==> src/rtl/lcd_pkg.sv <==
`timescale 1ns/1ps
package lcd_pkg;

    // Symbol class seen on the two receive rails.
    typedef enum logic [1:0] {
        SYM_ZERO  = 2'd0,
        SYM_PLUS  = 2'd1,
        SYM_MINUS = 2'd2,
        SYM_BAD   = 2'd3
    } sym_e;

    // One decoded symbol held in the decision window.
    typedef struct packed {
        logic pos;   // forwarded positive rail after decoding
        logic neg;   // forwarded negative rail after decoding
        logic data;  // NRZ bit
        logic viol;  // bipolar violation tied to this symbol
    } slot_t;

endpackage

==> src/rtl/lcd_sym_class.sv <==
`timescale 1ns/1ps
module lcd_sym_class
    import lcd_pkg::*;
(
    input  logic rail_p,
    input  logic rail_n,
    output sym_e kind
);
    always_comb begin
        unique case ({rail_p, rail_n})
            2'b00:   kind = SYM_ZERO;
            2'b10:   kind = SYM_PLUS;
            2'b01:   kind = SYM_MINUS;
            default: kind = SYM_BAD;
        endcase
    end
endmodule

==> src/rtl/lcd_v_judge.sv <==
`timescale 1ns/1ps
module lcd_v_judge
    import lcd_pkg::*;
(
    input  logic  mode_b3zs,
    input  sym_e  kind,
    input  logic  last_neg,    // polarity of the last alternating mark, 1 = negative
    input  logic  par,         // parity of alternating marks since last legal V
    input  logic  a0_pos,      // newest held symbol, rails
    input  logic  a0_neg,
    input  slot_t a1,          // symbol before that
    output slot_t new_slot,
    output logic  clr_b,
    output logic  v_legal,
    output logic  last_neg_nx,
    output logic  par_nx
);
    logic is_mark;
    logic x_neg;
    logic same_pol;
    logic a0_zero;
    logic a1_zero;
    logic a1_bmark;

    always_comb begin
        is_mark  = (kind == SYM_PLUS) || (kind == SYM_MINUS);
        x_neg    = (kind == SYM_MINUS);
        same_pol = is_mark && (x_neg == last_neg);
        a0_zero  = !a0_pos && !a0_neg;
        a1_zero  = !a1.pos && !a1.neg;
        a1_bmark = a1.data && !a1.viol && (a1.pos ^ a1.neg);

        v_legal  = mode_b3zs && same_pol && par && a0_zero && (a1_zero || a1_bmark);
        clr_b    = v_legal && a1_bmark;

        new_slot = '0;
        unique case (kind)
            SYM_BAD: begin
                new_slot.pos  = 1'b1;
                new_slot.neg  = 1'b1;
                new_slot.data = 1'b1;
                new_slot.viol = 1'b1;
            end
            SYM_PLUS, SYM_MINUS: begin
                if (!v_legal) begin
                    new_slot.pos  = !x_neg;
                    new_slot.neg  = x_neg;
                    new_slot.data = 1'b1;
                    new_slot.viol = same_pol;
                end
            end
            default: new_slot = '0;
        endcase

        last_neg_nx = (is_mark && !same_pol) ? x_neg : last_neg;
        if (v_legal) begin
            par_nx = 1'b0;
        end else if (is_mark && !same_pol) begin
            par_nx = ~par;
        end else begin
            par_nx = par;
        end
    end
endmodule

==> src/rtl/lcd_out_sel.sv <==
`timescale 1ns/1ps
module lcd_out_sel
    import lcd_pkg::*;
(
    input  slot_t rel,
    input  logic  fmt_single,
    output logic  o_data,
    output logic  o_pos,
    output logic  o_neg,
    output logic  o_viol
);
    always_comb begin
        if (fmt_single) begin
            o_data = rel.data;
            o_viol = rel.viol;
            o_pos  = 1'b0;
            o_neg  = 1'b0;
        end else begin
            o_data = 1'b0;
            o_viol = 1'b0;
            o_pos  = rel.pos;
            o_neg  = rel.neg;
        end
    end
endmodule

==> src/rtl/lcd_decoder.sv <==
`timescale 1ns/1ps
module lcd_decoder
    import lcd_pkg::*;
#(
    parameter int LAT = 3   // symbols held before release; at least 3
) (
    input  logic clk,
    input  logic rst_n,
    input  logic in_valid,
    input  logic in_pos,
    input  logic in_neg,
    input  logic mode_b3zs,
    input  logic fmt_single,
    output logic out_valid,
    output logic out_data,
    output logic out_pos,
    output logic out_neg,
    output logic out_viol
);
    localparam int NEWEST = LAT - 1;
    localparam int B_SLOT = LAT - 3;   // where the older neighbour lands after a shift

    typedef struct packed {
        slot_t [LAT-1:0] win;
        logic            last_neg;
        logic            par;
        logic            ov;
        logic            od;
        logic            op;
        logic            on;
        logic            oviol;
    } st_t;

    st_t st_d, st_q;

    sym_e  kind;
    slot_t new_slot;
    logic  clr_b;
    logic  v_legal;
    logic  last_neg_nx;
    logic  par_nx;
    logic  sel_data, sel_pos, sel_neg, sel_viol;

    lcd_sym_class u_class (
        .rail_p (in_pos),
        .rail_n (in_neg),
        .kind   (kind)
    );

    lcd_v_judge u_judge (
        .mode_b3zs   (mode_b3zs),
        .kind        (kind),
        .last_neg    (st_q.last_neg),
        .par         (st_q.par),
        .a0_pos      (st_q.win[NEWEST].pos),
        .a0_neg      (st_q.win[NEWEST].neg),
        .a1          (st_q.win[NEWEST-1]),
        .new_slot    (new_slot),
        .clr_b       (clr_b),
        .v_legal     (v_legal),
        .last_neg_nx (last_neg_nx),
        .par_nx      (par_nx)
    );

    lcd_out_sel u_sel (
        .rel        (st_q.win[0]),
        .fmt_single (fmt_single),
        .o_data     (sel_data),
        .o_pos      (sel_pos),
        .o_neg      (sel_neg),
        .o_viol     (sel_viol)
    );

    always_comb begin
        st_d       = st_q;
        st_d.ov    = in_valid;
        st_d.od    = 1'b0;
        st_d.op    = 1'b0;
        st_d.on    = 1'b0;
        st_d.oviol = 1'b0;
        if (in_valid) begin
            st_d.od    = sel_data;
            st_d.op    = sel_pos;
            st_d.on    = sel_neg;
            st_d.oviol = sel_viol;
            for (int i = 0; i < LAT - 1; i++) begin
                st_d.win[i] = st_q.win[i+1];
            end
            st_d.win[NEWEST] = new_slot;
            if (clr_b) begin
                st_d.win[B_SLOT] = '0;
            end
            st_d.last_neg = last_neg_nx;
            st_d.par      = par_nx;
        end
    end

    always_ff @(posedge clk) begin
        if (!rst_n) begin
            st_q <= '0;
        end else begin
            st_q <= st_d;
        end
    end

    assign out_valid = st_q.ov;
    assign out_data  = st_q.od;
    assign out_pos   = st_q.op;
    assign out_neg   = st_q.on;
    assign out_viol  = st_q.oviol;

    p_valid_follow_r7: assert property (@(posedge clk) disable iff (!rst_n)
        in_valid |=> out_valid);

    p_idle_quiet_r7: assert property (@(posedge clk) disable iff (!rst_n)
        !in_valid |=> (!out_valid && !out_viol && !out_data && !out_pos && !out_neg));

    p_dual_quiet_r8: assert property (@(posedge clk) disable iff (!rst_n)
        (in_valid && !fmt_single) |=> (!out_viol && !out_data));

    p_single_rails_r9: assert property (@(posedge clk) disable iff (!rst_n)
        (in_valid && fmt_single) |=> (!out_pos && !out_neg));

    p_bad_keeps_state_r6: assert property (@(posedge clk) disable iff (!rst_n)
        (in_valid && in_pos && in_neg) |=>
            ($stable(st_q.last_neg) && $stable(st_q.par) && st_q.win[NEWEST].viol));

    p_legal_v_clears_par_r5: assert property (@(posedge clk) disable iff (!rst_n)
        (in_valid && v_legal) |=> !st_q.par);

    p_ami_keeps_marks_r2: assert property (@(posedge clk) disable iff (!rst_n)
        (in_valid && !mode_b3zs && (in_pos ^ in_neg)) |=> st_q.win[NEWEST].data);

endmodule

==> config.mk <==
export PLATFORM = sky130hd
export DESIGN_NAME = lcd_decoder
export DESIGN_NICKNAME = d
export VERILOG_FILES = /design/src/rtl/lcd_pkg.sv /design/src/rtl/lcd_sym_class.sv /design/src/rtl/lcd_v_judge.sv /design/src/rtl/lcd_out_sel.sv /design/src/rtl/lcd_decoder.sv
export SDC_FILE = /design/constraint.sdc
export NUM_CORES = 1
export LEC_CHECK = 0
export BUFFER_PORTS_ARGS = -buffer_cell sky130_fd_sc_hd__buf_2
export CAP_MARGIN = 20
export CORE_MARGIN = 4
export CORE_UTILIZATION = 45
export CTS_CLUSTER_SIZE = 8
export DETAILED_ROUTE_END_ITERATION = 10
export GPL_TIMING_DRIVEN = 1
export PLACE_DENSITY = 0.61
export SETUP_SLACK_MARGIN = 0.15
export SLEW_MARGIN = 20
export SYNTH_ARGS = -nofsm -noshare
export SYNTH_HDL_FRONTEND = slang
export SYNTH_SLANG_ARGS = --single-unit
==> constraint.sdc <==
create_clock -name clk -period 1.85 [get_ports clk]
set_input_delay 0 -clock clk [delete_from_list [all_inputs] [get_ports clk]]
set_output_delay 0 -clock clk [all_outputs]
set_load 0.01 [all_outputs]
Yosys cells after proc, flatten, opt, wreduce, memory -nomap -nowiden
Index checks and enable logic that the tools add are counted.
- equal/unequal tests: 6
- bitwise operators: 4
- muxes and demuxes: 6
- reductions and logical operators: 27
- operators with widths (cell ; count):
    $logic_and A1 B1 Y1 ; 11
    $mux W4 ; 2
    $pmux W4 S2 ; 1
    $logic_not A1 Y1 ; 7
    $eq A2 B2 Y1 const B ; 3
    $pmux W2 S3 ; 1
    $eq A2 B1 Y1 const B ; 2
    $reduce_and A2 Y1 ; 2
    $not A1 Y1 ; 3
    $reduce_and A3 Y1 ; 1
    $reduce_or A3 Y1 ; 1
    $logic_not A2 Y1 ; 1
    $logic_or A1 B1 Y1 ; 2
    $mux W1 ; 2
    $reduce_bool A2 Y1 ; 1
    $reduce_or A2 Y1 ; 1
    $eq A1 B1 Y1 ; 1
    $xor A1 B1 Y1 ; 1
- bits in registers: 19
- output and inout port bits: 5

Depth between registers and ports, before layout
- depth in word-level cells: 11
- gate-level depth with buffers: 5
- depth with buffers taken out: 5

Modules after synthesis
From an unflattened synthesis, not the netlist that was laid out.
- cells, all modules: 95
- area, all modules: 950.9 µm²
- by module, submodules not included (module ; sequential area each (µm²) ; times used ; area an instance (µm²) ; cells each):
    lcd_decoder ; 380.4 ; 1 ; 676.9 ; 57
    lcd_v_judge ; 0.0 ; 1 ; 241.5 ; 32
    lcd_out_sel ; 0.0 ; 1 ; 25.0 ; 4
    lcd_sym_class ; 0.0 ; 1 ; 7.5 ; 2

Worst setup path after synthesis
No wires, ideal clock.
- kind: reg-to-reg
- start: register st_q[13] in the netlist's numbering
- end: register st_q[10] in the netlist's numbering
- arrival: 1230 ps
- slack: 502 ps
- library setup time: 117 ps
- stages on the path, launching flop included: 6
- path buffers: 0
- period minus slack after synthesis: 1348 ps
- cell sequence: dfxtp_1 > inv_1 > ha_1 > and3b_1 > nand4_1 > a32o_2
- longest elaborated chain between the ends: 6
- elaborated cells on any way between the ends: 8
- those cells by class: mux: 1; bitwise: 1; reduce/logical: 6
- ends and longest elaborated chain (element ; RTL line ; RTL):
    start: declaration ; lcd_decoder.sv:34 ; st_t st_d, st_q;
    start signal: assignment ; lcd_decoder.sv:102 ; st_q <= st_d;
    $xor A1 B1 Y1 or $logic_not A1 Y1 (tied branches) ; lcd_v_judge.sv:31, lcd_v_judge.sv:30 ;
    $logic_and A1 B1 Y1 (on tied branches) ; lcd_v_judge.sv:31, lcd_v_judge.sv:30 ;
    $logic_or A1 B1 Y1 ; lcd_v_judge.sv:33 ; v_legal = mode_b3zs && same_pol && par && a0_zero && (a1_zero || a1_bmark);
    $logic_and A1 B1 Y1 ; lcd_v_judge.sv:33 ;
    $logic_and A1 B1 Y1 (*) ; lcd_v_judge.sv:34 ; clr_b = v_legal && a1_bmark;
    $mux W4 (*) ; lcd_decoder.sv:90 ; if (clr_b) begin
Mark *: on every way between the ends. The rest lies on a longest branch, timed or not.
A chain may end at the register's enable or synchronous reset.

Worst setup path after layout
Ends and elaborated chain as after synthesis.

==> flow_metrics.env <==
export IMPL_die_y_um=50.90
export IMPL_place_ws_ps=392.8
export IMPL_cts_buffers=3
export IMPL_synth_seq_area_share_pct=45.92
export IMPL_cts_resized=0
export IMPL_fp_dieArea_um2=2591
export IMPL_p_leak_nw=0.4297
export IMPL_hold_slack_ps=51.35
export IMPL_dr_first_iter_drc_count=4
export IMPL_layout_setup_ws_ps=383.5
export IMPL_htree_levels=1
export IMPL_syn_instance_count=81
export IMPL_hold_violations=0
export IMPL_min_period_ps=1467
export IMPL_num_nets_final=107
export IMPL_antenna_found_initial=0
export IMPL_synthArstFlopShare_pct=0
export IMPL_ctsHoldBuffers=1
export IMPL_path_max_fanout=5
export IMPL_antenna_cells=0
export IMPL_yosys_warnings=0
export IMPL_viasPerCell=5.150
export IMPL_portBuffers=11
export IMPL_post_route_period_util_pct=79.27
export IMPL_clk_latency_ps=300
export IMPL_rows=15
export IMPL_avgSynthCellArea_um2=10.23
export IMPL_cp_num_buf_inv=1
export IMPL_slowest_stage="dfxtp_1"
export IMPL_status="finished clean"
export IMPL_initial_utilization_pct=47.97
export IMPL_hpwlAfterDp_um=1075
export IMPL_tightest_slew_ps=373.4
export IMPL_hp_class="input pin to flip-flop"
export IMPL_first_global_vias=584
export IMPL_drt_first_pass_iters=4
export IMPL_finalSetupTns_ps=0
export IMPL_grt_max_degree=15
export IMPL_synth_area_um2=828.3
export IMPL_clock_fmax_ghz=0.6819
export IMPL_crit_path_end_kind="flip-flop"
export IMPL_fill_cells=162
export IMPL_cp_top_family="flip-flops"
export IMPL_peakVddDrop_uv=439.1
export IMPL_regArea_um2=380.4
export IMPL_die_w_um=50.90
export IMPL_place_congestion=0.8175
export IMPL_cap_violations=0
export IMPL_gr_total_overflow=0
export IMPL_wl_um=1440
export IMPL_drive_gt1_share_pct=18.95
export IMPL_syn_num_nets=92
export IMPL_clock_path_buffers=2
export IMPL_drc=0
export IMPL_critPathKind="flip-flop to flip-flop"
export IMPL_cp_cell_sequence="inv_1 > ha_1 > and3b_1 > nand4_1 > a32o_2"
export IMPL_io_pins=12
export IMPL_vias=618
export IMPL_cts_setup_buffers=0
export IMPL_setup_viol=0
export IMPL_slowest_delay_ps=380
export IMPL_critPathRequiredTime_ps=2050
export IMPL_cts_tree="built"
export IMPL_ys_types=30
export IMPL_synth_top_flop_cell="dfxtp_1"
export IMPL_arrival_ps=1670
export IMPL_multiInputGateArea_um2=406.6
export IMPL_synth_edf_count=0
export IMPL_start_kind="flip-flop"
export IMPL_post_drt_wl_per_cell_um=12.00
export IMPL_rsz0062_at_grt="false"
export IMPL_slew_headroom_pct=74.93
export IMPL_powerDensity_nw_per_um2=772.4
export IMPL_clk_pin_slew_ps=110
export IMPL_cts_sinks=19
export IMPL_core_um2=1727
export IMPL_area_growth_pct=13.60
export IMPL_cts_root_buf="clkbuf_4"
export IMPL_ys_ff_latch=19
export IMPL_grt_total_usage_pct=12.82
export IMPL_grt_pass1_wl_um=2532
export IMPL_maxSlewViolCount=0
export IMPL_ant_nets=0
export IMPL_clock_skew_ps=3.257
## cells in the mapped netlist, types with 2 or more instances
cell	instances	area share, %
mux2i_1	5	6.0
ha_1	4	6.0
nand2_1	3	1.4
a32o_2	3	4.1
nor3b_1	3	2.7
o211ai_1	2	1.8
and3_1	4	3.0
o21ai_0	3	1.8
nor2b_1	6	4.5
dfxtp_1	19	46
a22o_1	3	3.2
inv_1	8	3.6
## path summary, 6_finish.rpt
kind         startpoint  slack [ps]  cells past startpoint       end
max            st_q[13]         380                      5  st_q[10]
min               rst_n          50                      2  st_q[11]
max reg2reg    st_q[13]         380                      5  st_q[10]
min reg2reg     st_q[8]         470                      1   st_q[8]
## cell families after synthesis
group	share of synthesized area, %
buf+inv	4.985
flops	45.92
simple gates	19.33
fa+ha+maj	6.043
xor+xnor	1.058
compound gates	16.62
mux	6.043
## state kept, by name (all words and copies together) (netlist names)
| register | cells |
|---|---|
| out_pos | 1 |
| st_q | 14 |
| out_viol | 1 |
| out_neg | 1 |
| out_valid | 1 |
| out_data | 1 |
## through the flow
stage	utilization, %	area, um^2	cells	total power, W
floorplan	-	828.3	81	0.0005021
global route	54.49	940.9	120	0.0007670
global placement	52.32	903.4	115	0.0005257
finish	54.49	940.9	120	0.0007267
detailed placement	52.32	903.4	115	0.0005255
CTS	54.49	940.9	120	0.0007341
## final cells by class
type / instances / share of cell area [%]
Sequential cell: 19 / 40.43
Multi-Input combinational cell: 52 / 43.22
Inverter: 8 / 3.191
Tap cell: 25 / 3.324
Clock inverter: 1 / 0.5319
Timing Repair Buffer: 12 / 6.915
Clock buffer: 3 / 2.394
## placed cells by master (no fill, tap or decap), drive strengths merged
cell type	count
a32o	4
mux2i	5
clkbuf	3
a21boi	1
inv	8
ha	4
and3b	1
nor3	1
xnor2	1
a211oi	1
a22o	3
nand2	3
o21ai	3
buf	11
and4bb	1
nand4	1
dfxtp	19
a21oi	1
nor2	1
clkinv	1
nand2b	1
nand3b	1
o211ai	2
o2111ai	1
nor3b	3
nor4b	1
nand3	1
dlygate4sd3	1
a211o	1
nor2b	6
and3	4
## report_power, final
group | switching, W | internal (W)
Sequential | 0.0000110 | 0.000425
Combinational | 0.0000443 | 0.0000381
Clock | 0.000128 | 0.0000806
## metal layers
metal	part of all wire, %	routed length, um	vias to the layer above	global-route usage, %
li1	-	-	327	-
met3	4.2	60	2	2.624
met1	54	777	278	17.27
met2	41	588	11	19.10
met4	0.83	12	0	6.726
met5	0	0	-	0
No activity file was read; power rests on OpenSTA's default activity.
